===== config.mk =====
export PLATFORM = sky130hd
export DESIGN_NAME = useq_next_addr
export DESIGN_NICKNAME = d
export VERILOG_FILES = /design/src/rtl/useq_pkg.sv /design/src/rtl/useq_cond_pla.sv /design/src/rtl/useq_target_table.sv /design/src/rtl/useq_return_reg.sv /design/src/rtl/useq_next_addr.sv
export SDC_FILE = /design/constraint.sdc
export NUM_CORES = 1
export LEC_CHECK = 0
export BUFFER_PORTS_ARGS = -buffer_cell sky130_fd_sc_hd__buf_2
export CAP_MARGIN = 20
export CORE_MARGIN = 2
export CORE_UTILIZATION = 52
export CTS_CLUSTER_SIZE = 20
export DETAILED_ROUTE_END_ITERATION = 16
export GPL_ROUTABILITY_DRIVEN = 0
export PLACE_DENSITY_LB_ADDON = 0.15
export SLEW_MARGIN = 40
export SYNTH_ARGS = -nofsm -noshare
export SYNTH_HDL_FRONTEND = slang
export SYNTH_SLANG_ARGS = --single-unit

===== constraint.sdc =====
create_clock -name clk -period 2.3 [get_ports clk]
set_input_delay 0.46 -clock clk [delete_from_list [all_inputs] [get_ports clk]]
set_output_delay 0.46 -clock clk [all_outputs]
set_load 0.02 [all_outputs]

===== src/rtl/useq_pkg.sv =====
package useq_pkg;

  localparam int NCOND = 16;
  localparam int SEL_W = $clog2(NCOND);
  localparam int BLK_W = 4;
  localparam int NTGT  = 16;
  localparam int TGT_W = $clog2(NTGT);

  typedef enum logic [2:0] {
    UT_SHORT = 3'd0,
    UT_ALU   = 3'd1,
    UT_RSV2  = 3'd2,
    UT_RSV3  = 3'd3,
    UT_BOOK  = 3'd4,
    UT_LJMP  = 3'd5,
    UT_MEM   = 3'd6,
    UT_LCALL = 3'd7
  } utype_e;

endpackage


===== src/rtl/useq_cond_pla.sv =====
module useq_cond_pla #(
  parameter int NC = 16,
  parameter int SW = $clog2(NC)
) (
  input  logic [SW-1:0] sel,
  input  logic [NC-1:0] conds,
  output logic          met
);

  logic [NC-1:0] row;

  // one product term per condition: code match AND condition high
  for (genvar g = 0; g < NC; g++) begin : g_row
    assign row[g] = (sel == SW'(g)) && conds[g];
  end

  assign met = |row;

endmodule


===== src/rtl/useq_target_table.sv =====
module useq_target_table #(
  parameter int AW = 13,
  parameter int N  = 16,
  parameter int IW = $clog2(N),
  parameter logic [N-1:0][AW-1:0] TBL = '0
) (
  input  logic [IW-1:0] idx,
  output logic [AW-1:0] addr
);

  // decoded lookup: each entry gated by its own index match, then ORed
  always_comb begin
    addr = '0;
    for (int i = 0; i < N; i++) begin
      if (idx == IW'(i)) addr = addr | TBL[i];
    end
  end

endmodule


===== src/rtl/useq_return_reg.sv =====
module useq_return_reg #(
  parameter int AW = 13
) (
  input  logic          clk,
  input  logic          rst_n,
  input  logic          save,
  input  logic [AW-1:0] save_val,
  output logic [AW-1:0] value
);

  always_ff @(posedge clk or negedge rst_n) begin
    if (!rst_n)    value <= '0;
    else if (save) value <= save_val;
  end

endmodule


===== src/rtl/useq_next_addr.sv =====
module useq_next_addr
  import useq_pkg::*;
#(
  parameter int AW = 13,
  parameter logic [AW-1:0] RESET_ADDR = '0,
  parameter logic [NTGT-1:0][AW-1:0] JMP_TBL = {
    AW'(13'h0F00), AW'(13'h0E20), AW'(13'h0D40), AW'(13'h0C60),
    AW'(13'h0B80), AW'(13'h0AA0), AW'(13'h09C0), AW'(13'h08E0),
    AW'(13'h0700), AW'(13'h0620), AW'(13'h0540), AW'(13'h0460),
    AW'(13'h0380), AW'(13'h02A0), AW'(13'h01C0), AW'(13'h00E0)},
  parameter logic [NTGT-1:0][AW-1:0] CALL_TBL = {
    AW'(13'h1F10), AW'(13'h1E30), AW'(13'h1D50), AW'(13'h1C70),
    AW'(13'h1B90), AW'(13'h1AB0), AW'(13'h19D0), AW'(13'h18F0),
    AW'(13'h1710), AW'(13'h1630), AW'(13'h1550), AW'(13'h1470),
    AW'(13'h1390), AW'(13'h12B0), AW'(13'h11D0), AW'(13'h10F0)}
) (
  input  logic                clk,
  input  logic                rst_n,
  input  logic [2:0]          uop_type,
  input  logic [SEL_W-1:0]    cond_sel,
  input  logic [TGT_W-1:0]    target,
  input  logic [NCOND-2:0]    cond_in,
  input  logic                branch_met,
  input  logic                end_instr,
  input  logic [AW-1:0]       entry_addr,
  input  logic                ret_op,
  output logic [AW-1:0]       uaddr
);

  localparam int HI_W = AW - BLK_W;

  logic [NCOND-1:0] all_conds;
  logic             cond_met;
  logic [AW-1:0]    jmp_dest;
  logic [AW-1:0]    call_dest;
  logic [AW-1:0]    ret_val;
  logic [AW-1:0]    incr;
  logic [AW-1:0]    nxt;
  logic             save_ret;
  logic [HI_W-1:0]  blk_hi;

  assign all_conds = {branch_met, cond_in};
  assign incr      = uaddr + AW'(1);
  assign blk_hi    = uaddr[AW-1:BLK_W];

  useq_cond_pla #(.NC(NCOND), .SW(SEL_W)) u_pla (
    .sel   (cond_sel),
    .conds (all_conds),
    .met   (cond_met)
  );

  useq_target_table #(.AW(AW), .N(NTGT), .IW(TGT_W), .TBL(JMP_TBL)) u_jmp_tbl (
    .idx  (target),
    .addr (jmp_dest)
  );

  useq_target_table #(.AW(AW), .N(NTGT), .IW(TGT_W), .TBL(CALL_TBL)) u_call_tbl (
    .idx  (target),
    .addr (call_dest)
  );

  useq_return_reg #(.AW(AW)) u_ret (
    .clk      (clk),
    .rst_n    (rst_n),
    .save     (save_ret),
    .save_val (incr),
    .value    (ret_val)
  );

  always_comb begin
    nxt      = incr;
    save_ret = 1'b0;
    case (utype_e'(uop_type))
      UT_SHORT: if (cond_met) nxt = {blk_hi, target};
      UT_LJMP:  if (cond_met) nxt = jmp_dest;
      UT_LCALL: begin
        if (cond_met) begin
          nxt      = call_dest;
          save_ret = 1'b1;
        end
      end
      UT_ALU, UT_MEM: if (end_instr) nxt = entry_addr;
      UT_BOOK: begin
        if (end_instr)   nxt = entry_addr;
        else if (ret_op) nxt = ret_val;
      end
      default: nxt = incr;
    endcase
  end

  always_ff @(posedge clk or negedge rst_n) begin
    if (!rst_n) uaddr <= RESET_ADDR;
    else        uaddr <= nxt;
  end

endmodule


==> metrics.md, run 1 <==
| Metric | Value |
|---|---|
| Hold/Removal Path Class | `primary input to async pin` |
| R2r setup slk | `410 ps` |
| GRT overflow | `0` |
| I/O Buffers | `56` |
| Pwr Density | `732 nW/um^2` |
| CP Launch Type | `primary input` |
| Clock latency on the worst-skew pair | `280 ps` |
| Final wirelength | `5320 um` |
| H-tree depth | `1` |
| Area contributors post-synth | `dfrtp_1 (34%), nand2_1 (8.0%), o21ai_0 (7.6%)` |
| Layout cells sized above 1 | `27.9%` |
| Residual DRC | `0` |
| Cells resized by post-CTS repair | `0` |
| Tightest Pin Transition | `634 ps` |
| Critical path required time | `2460 ps` |
| Die ar. | `4200 um^2` |
| Die Span Y | `64.8 um` |
| Nets | `347` |
| Final setup violation count | `0` |
| Register bit count reported by yosys | `26` |
| Diode count | `0` |
| Drt via density | `5.70` |
| WL/cell | `15.2 um` |
| Syn Inst Count | `240` |
| Syn_nets | `285` |
| Post-synth top area cell | `dfrtp_1` |
| Critical Path Max Stage Delay | `570 ps` |
| Crit path kind | `primary input to flop` |
| Max cap viols | `0` |
| Clk sinks | `26` |
| Hpwl dp | `4090 um` |
| Die Span X | `64.8 um` |
| Starting Density | `53.3%` |
| Post-synth top area share | `33.9%` |
| Unrepaired setup endpoints after global routing | `false` |
| CTS tree | `built` |
| Initial antenna violation count | `0` |
| Final min period | `1990 ps` |
| CP Capture Type | `flop` |
| Slew Viols, Final | `0` |
| Yosys cell types | `47` |
| Setup TNS | `0 ps` |
| Worst Skew | `5.07 ps` |
| FP Rows | `22` |
| Final core utilization | `65.7%` |
| Fmax | `0.503 GHz` |
| Largest net degree at the start of global routing | `27` |
| Post-synth ARST share | `100%` |
| Max Root-Sink Buffers | `2` |
| Routed vias | `1990` |
| Period utilisation layout | `86.5%` |
| First-pass DRT Iterations | `4` |
| Clock-pin slew on the worst setup and hold paths | `100 ps` |
| WP buf/inv | `1` |
| Post-CTS setup buffers | `0` |
| Global Route Usage Sum | `27.0%` |
| Seq/Total Area, Yosys | `33.9%` |
| Main synth FF type | `dfrtp_1` |
| CP Cell Sequence | `buf_2 > mux4_1 > o22ai_2 > o22ai_4 > a222oi_1 > a21oi_1 > a2bb2oi_1` |
| VDD IR-drop max | `363 uV` |
| CTS Buf Count | `3` |
| WP data arrival | `2150 ps` |
| Clock root cell | `clkbuf_8` |
| Antenna viol nets, final | `0` |
| DR iter-0 viols | `160` |
| Number of primary I/O pins | `57` |
| Area grow syn2layout | `23.3%` |
| Dpl cells | `345` |
| Core area | `3610 um^2` |
| Post-synth EDFFs | `0` |
| Hold Buf Count CTS | `0` |
| CP delay by family, top | `compound AO/OA/AOI/OAI gates` |
| Status | `finished, final reports clean` |
| Vias in the first global route | `1925` |
| Final Hold Viols | `0` |
| Synth warn | `0` |
| Global-route wire length before repair | `8810 um` |
| Mapped Avg Cell Area | `8.01 um^2` |
| Max-slew headroom | `57.8%` |
| Syn Std Cell Area | `1920 um^2` |
| Critical Path Fanout Max | `10` |
| CP max-delay cell | `mux4_1` |
| Non-filler cells, final | `349` |
| Leak | `0.00106 uW` |
==> cell families (layout without fill, tap and decap cells) <==
kind of cell,Yosys count,count (layout),share of synthesized area [%]
simple gates,93,93,22.5
compound gates,86,86,28.8
flops,26,26,33.9
buf+inv,16,77,3.78
xor+xnor,11,11,5.01
mux,7,7,5.47
fa+ha+maj,1,1,0.651
==> layout by cell type (no fill, tap or decap), types with 5 or more instances in the layout <==
cell and instances:
a22oi_1 5, nand2_1 41, nor2b_1 6, o21ai_0 29, inv_1 5, dfrtp_1 26, nand3_1 7, nor2_1 17
mux2_2 5, buf_4 12, and3_1 5, buf_2 56, a21oi_1 23, xnor2_1 10
==> power breakdown <==
group	leakage [uW]	internal, uW	total [uW]	switching [uW]
registers	0.000329	595	730	135
clock network	0.0000357	233	391	158
logic	0.000695	263	613	351
==> stage by stage <==
| stage | total power, uW | worst slack (ps) | instance area, um^2 | hold WS [ps] |
|---|---|---|---|---|
| 4_1_cts | 1740 | 319 | 2370 | 192 |
| 2_1_floorplan | 1120 | 184 | 1920 | 164 |
| 3_3_place_gp | 1330 | 41.5 | 2300 | 463 |
| 5_1_grt | 1850 | 161 | 2370 | 236 |
| 6_report | 1730 | 311 | 2370 | 188 |
| 3_5_place_dp | 1350 | 2.30 | 2300 | 472 |
==> cell type report <==
| type | instances | area (um^2) |
|---|---|---|
| sequential | 26 | 651 |
| multi-input combinational | 198 | 1200 |
| tap | 48 | 60.1 |
| clock inverter | 1 | 30.0 |
| timing repair buffer | 68 | 370 |
| clock buffer | 3 | 41.3 |
| fill | 332 | 1240 |
| inverter | 5 | 18.8 |
==> sequential cells by signal, indices dropped and copies added, names as in the netlist <==
register	count
u_ret.value	13
uaddr	13
==> synthesized netlist by cell type (all sizes together) (5+ instances only) <==
| master | n |
|---|---|
| dfrtp | 26 |
| a22oi | 5 |
| mux2 | 5 |
| nand3 | 7 |
| o22ai | 6 |
| nand2 | 41 |
| a21oi | 24 |
| nor2b | 6 |
| xnor2 | 10 |
| buf | 5 |
| inv | 5 |
| and3 | 5 |
| o21ai | 31 |
| clkbuf | 6 |
| nor2 | 17 |
==> worst paths after layout <==
check,cells after the start,endpoint,start
max,7,uaddr[8],cond_sel[0]
min,1,u_ret.value[3],rst_n
max reg2reg,7,uaddr[12],uaddr[0]
min reg2reg,2,u_ret.value[5],u_ret.value[5]
max in group asynchronous,1,uaddr[11],rst_n
min in group clk,3,uaddr[6],entry_addr[6]
==> layer usage <==
| metal | part of all wire [%] | vias up | GRT usage (%) |
|---|---|---|---|
| met3 | 7.3 | 8 | 4.17 |
| met1 | 46 | 913 | 36.8 |
| met4 | 1.5 | 0 | 8.51 |
| met5 | 0 | - | 0 |
| li1 | - | 994 | - |
| met2 | 45 | 75 | 43.8 |
Power figures use the tool's default switching activity.
==> run 2: changes to the inputs <==
--- a/config.mk
+++ b/config.mk
@@ -5,12 +5,12 @@
 export SDC_FILE = /design/constraint.sdc
 export NUM_CORES = 1
 export LEC_CHECK = 0
-export BUFFER_PORTS_ARGS = -buffer_cell sky130_fd_sc_hd__buf_2
 export CAP_MARGIN = 20
 export CORE_MARGIN = 2
-export CORE_UTILIZATION = 52
+export CORE_UTILIZATION = 63
 export CTS_CLUSTER_SIZE = 20
 export DETAILED_ROUTE_END_ITERATION = 16
+export DONT_BUFFER_PORTS = 1
 export GPL_ROUTABILITY_DRIVEN = 0
 export PLACE_DENSITY_LB_ADDON = 0.15
 export SLEW_MARGIN = 40
==> run 2 against run 1 <==
Effect of this change: via count fell by 5.1%; sequential share of layout area rose by 4.3 points; first-iteration DRC count fell by 28%; clock power fell by 16%; largest cell class unchanged; highest routed layer unchanged.
==> metrics.md, run 2 (same netlist as run 1, synthesis figures left out) <==
| Metric | Value |
|---|---|
| Busiest layer in global routing | `met2` |
| Clk sinks | `26` |
| Unrepaired setup endpoints after global routing | `false` |
| Pwr Density | `771 nW/um^2` |
| DR iter-0 viols | `116` |
| Number of primary I/O pins | `57` |
| Largest regs | `u_ret.value: 13 flops, uaddr: 13 flops` |
| Hpwl dp | `3910 um` |
| Status | `finished, final reports clean` |
| I/O Buffers | `0` |
| Hold/Removal Path Class | `primary input to flop` |
| Vias in the first global route | `1858` |
| Diode count | `0` |
| Final Hold Viols | `0` |
| Fmax | `0.531 GHz` |
| Die ar. | `3510 um^2` |
| Worst Skew | `6.59 ps` |
| Net switching power | `605 uW` |
| CP Launch Type | `primary input` |
| CTS Buf Count | `3` |
| WL/cell | `18.6 um` |
| Global Route Usage Sum | `31.7%` |
| WP data arrival | `2110 ps` |
| Setup TNS | `0 ps` |
| R2R Path Start | `uaddr[4]` |
| Leak | `0.000818 uW` |
| Clock root cell | `clkbuf_4` |
| Comb power frac | `29.1%` |
| Max-slew headroom | `70.5%` |
| Die Span X | `59.2 um` |
| Critical path destination | `uaddr[8]` |
| Clock latency on the worst-skew pair | `340 ps` |
| Starting Density | `64.5%` |
| Die Span Y | `59.2 um` |
| Core area | `2980 um^2` |
| Slew Viols, Final | `0` |
| Area grow syn2layout | `6.77%` |
| CP Capture Type | `flop` |
| R2r setup slk | `470 ps` |
| Tightest Pin Transition | `442 ps` |
| Global-route wire length before repair | `8510 um` |
| GR Util met2 | `51.0%` |
| Period utilisation layout | `81.9%` |
| Nets | `289` |
| Int Pwr | `978 uW` |
| Reg2reg path depth | `6` |
| Crit path kind | `primary input to flop` |
| Max cap viols | `0` |
| VDD IR-drop max | `468 uV` |
| Worst r2r dst | `uaddr[12]` |
| Layout cells sized above 1 | `10.3%` |
| Routed vias | `1889` |
| H-tree depth | `1` |
| GRT overflow | `0` |
| Worst Setup SP | `cond_sel[0]` |
| Residual DRC | `0` |
| Final setup violation count | `0` |
| Reg power frac | `50.2%` |
| Largest net degree at the start of global routing | `27` |
| Max Root-Sink Buffers | `2` |
| Leading cell types in the layout, fill and taps excluded | `nand2_1 (41), o21ai_0 (29), dfrtp_1 (26), a21oi_1 (23), nor2_1 (17)` |
| Clock power share | `20.7%` |
| Drt via density | `6.84` |
| Most common cell after layout, fill and taps aside | `nand2_1` |
| Final wirelength | `5150 um` |
| FP Rows | `20` |
| Critical Path Fanout Max | `10` |
| Sw Share | `38.2%` |
| First-pass DRT Iterations | `5` |
| Met3 GRT Util | `5.02%` |
| Clock-pin slew on the worst setup and hold paths | `150 ps` |
| CTS tree | `built` |
| Antenna viol nets, final | `0` |
| Min Hold Slack | `257 ps` |
| Final min period | `1880 ps` |
| Initial antenna violation count | `0` |
| Critical path required time | `2530 ps` |
| Global-route met1 utilization | `42.0%` |
## run 2: changes by cell type in the layout (fill, tap and decap cells not counted), sizes merged
cell	delta
buf	-59
dlygate4sd3	+1
## run 2: metal layers
metal / part of all wire [%] / vias to the layer above
met4: 2.1 / 0
met2: 48 / 93
li1: - / 880
met1: 41 / 902
met5: 0 / -
met3: 8.3 / 14
## run 2: power groups by stage
stage / registers [uW] / clock network (uW) / logic, uW
after floorplan: 781 / 0 / 342
after global placement: 791 / 0 / 421
after detailed placement: 802 / 0 / 439
after CTS: 791 / 332 / 456
after global routing: 809 / 342 / 524
final: 794 / 328 / 461
## run 2: worst max-delay path: stages
cell and delay [ps]:
mux4_1 550, o22ai_2 240, o22ai_4 160, a222oi_1 420, a21oi_1 140, a2bb2oi_1 150
## run 2: final cells by class
cell class	count	area, um^2
fill	254	926
clock buffer	3	22.5
timing repair buffer	10	90.1
clock inverter	1	30.0
inverter	5	18.8
tap	33	41.3
multi-input combinational	198	1200
sequential	26	651
## run 2: how the worst min path moves through the flow
stage                endpoint  slack (ps)       from  cells past startpoint
2_1_floorplan  u_ret.value[0]         160      rst_n                      0
3_3_place_gp   u_ret.value[4]         170      rst_n                      0
3_5_place_dp         uaddr[2]         170      rst_n                      0
4_1_cts              uaddr[2]         250  target[2]                      2
5_1_grt              uaddr[2]         250  target[2]                      2
6_report             uaddr[2]         260  target[2]                      2
## run 2: stage by stage
step	util (%)	power, uW	std cells	cell area (um^2)	setup slack [ps]
detailed placement	66.1	1240	270	1970	69.1
global route	68.9	1680	276	2050	286
finish	68.9	1580	276	2050	416
CTS	68.9	1580	276	2050	444
global placement	66.1	1210	270	1970	156
floorplan	-	1120	240	1920	184
## run 2: timing repair
action / 4_1_cts / 5_1_grt
hold buffers: 2 / 0
buffers inserted: 0 / 0
endpoints found under the hold margin: 26 / 0
endpoints found under the setup margin: 0 / 0
resized for setup: 0 / 0
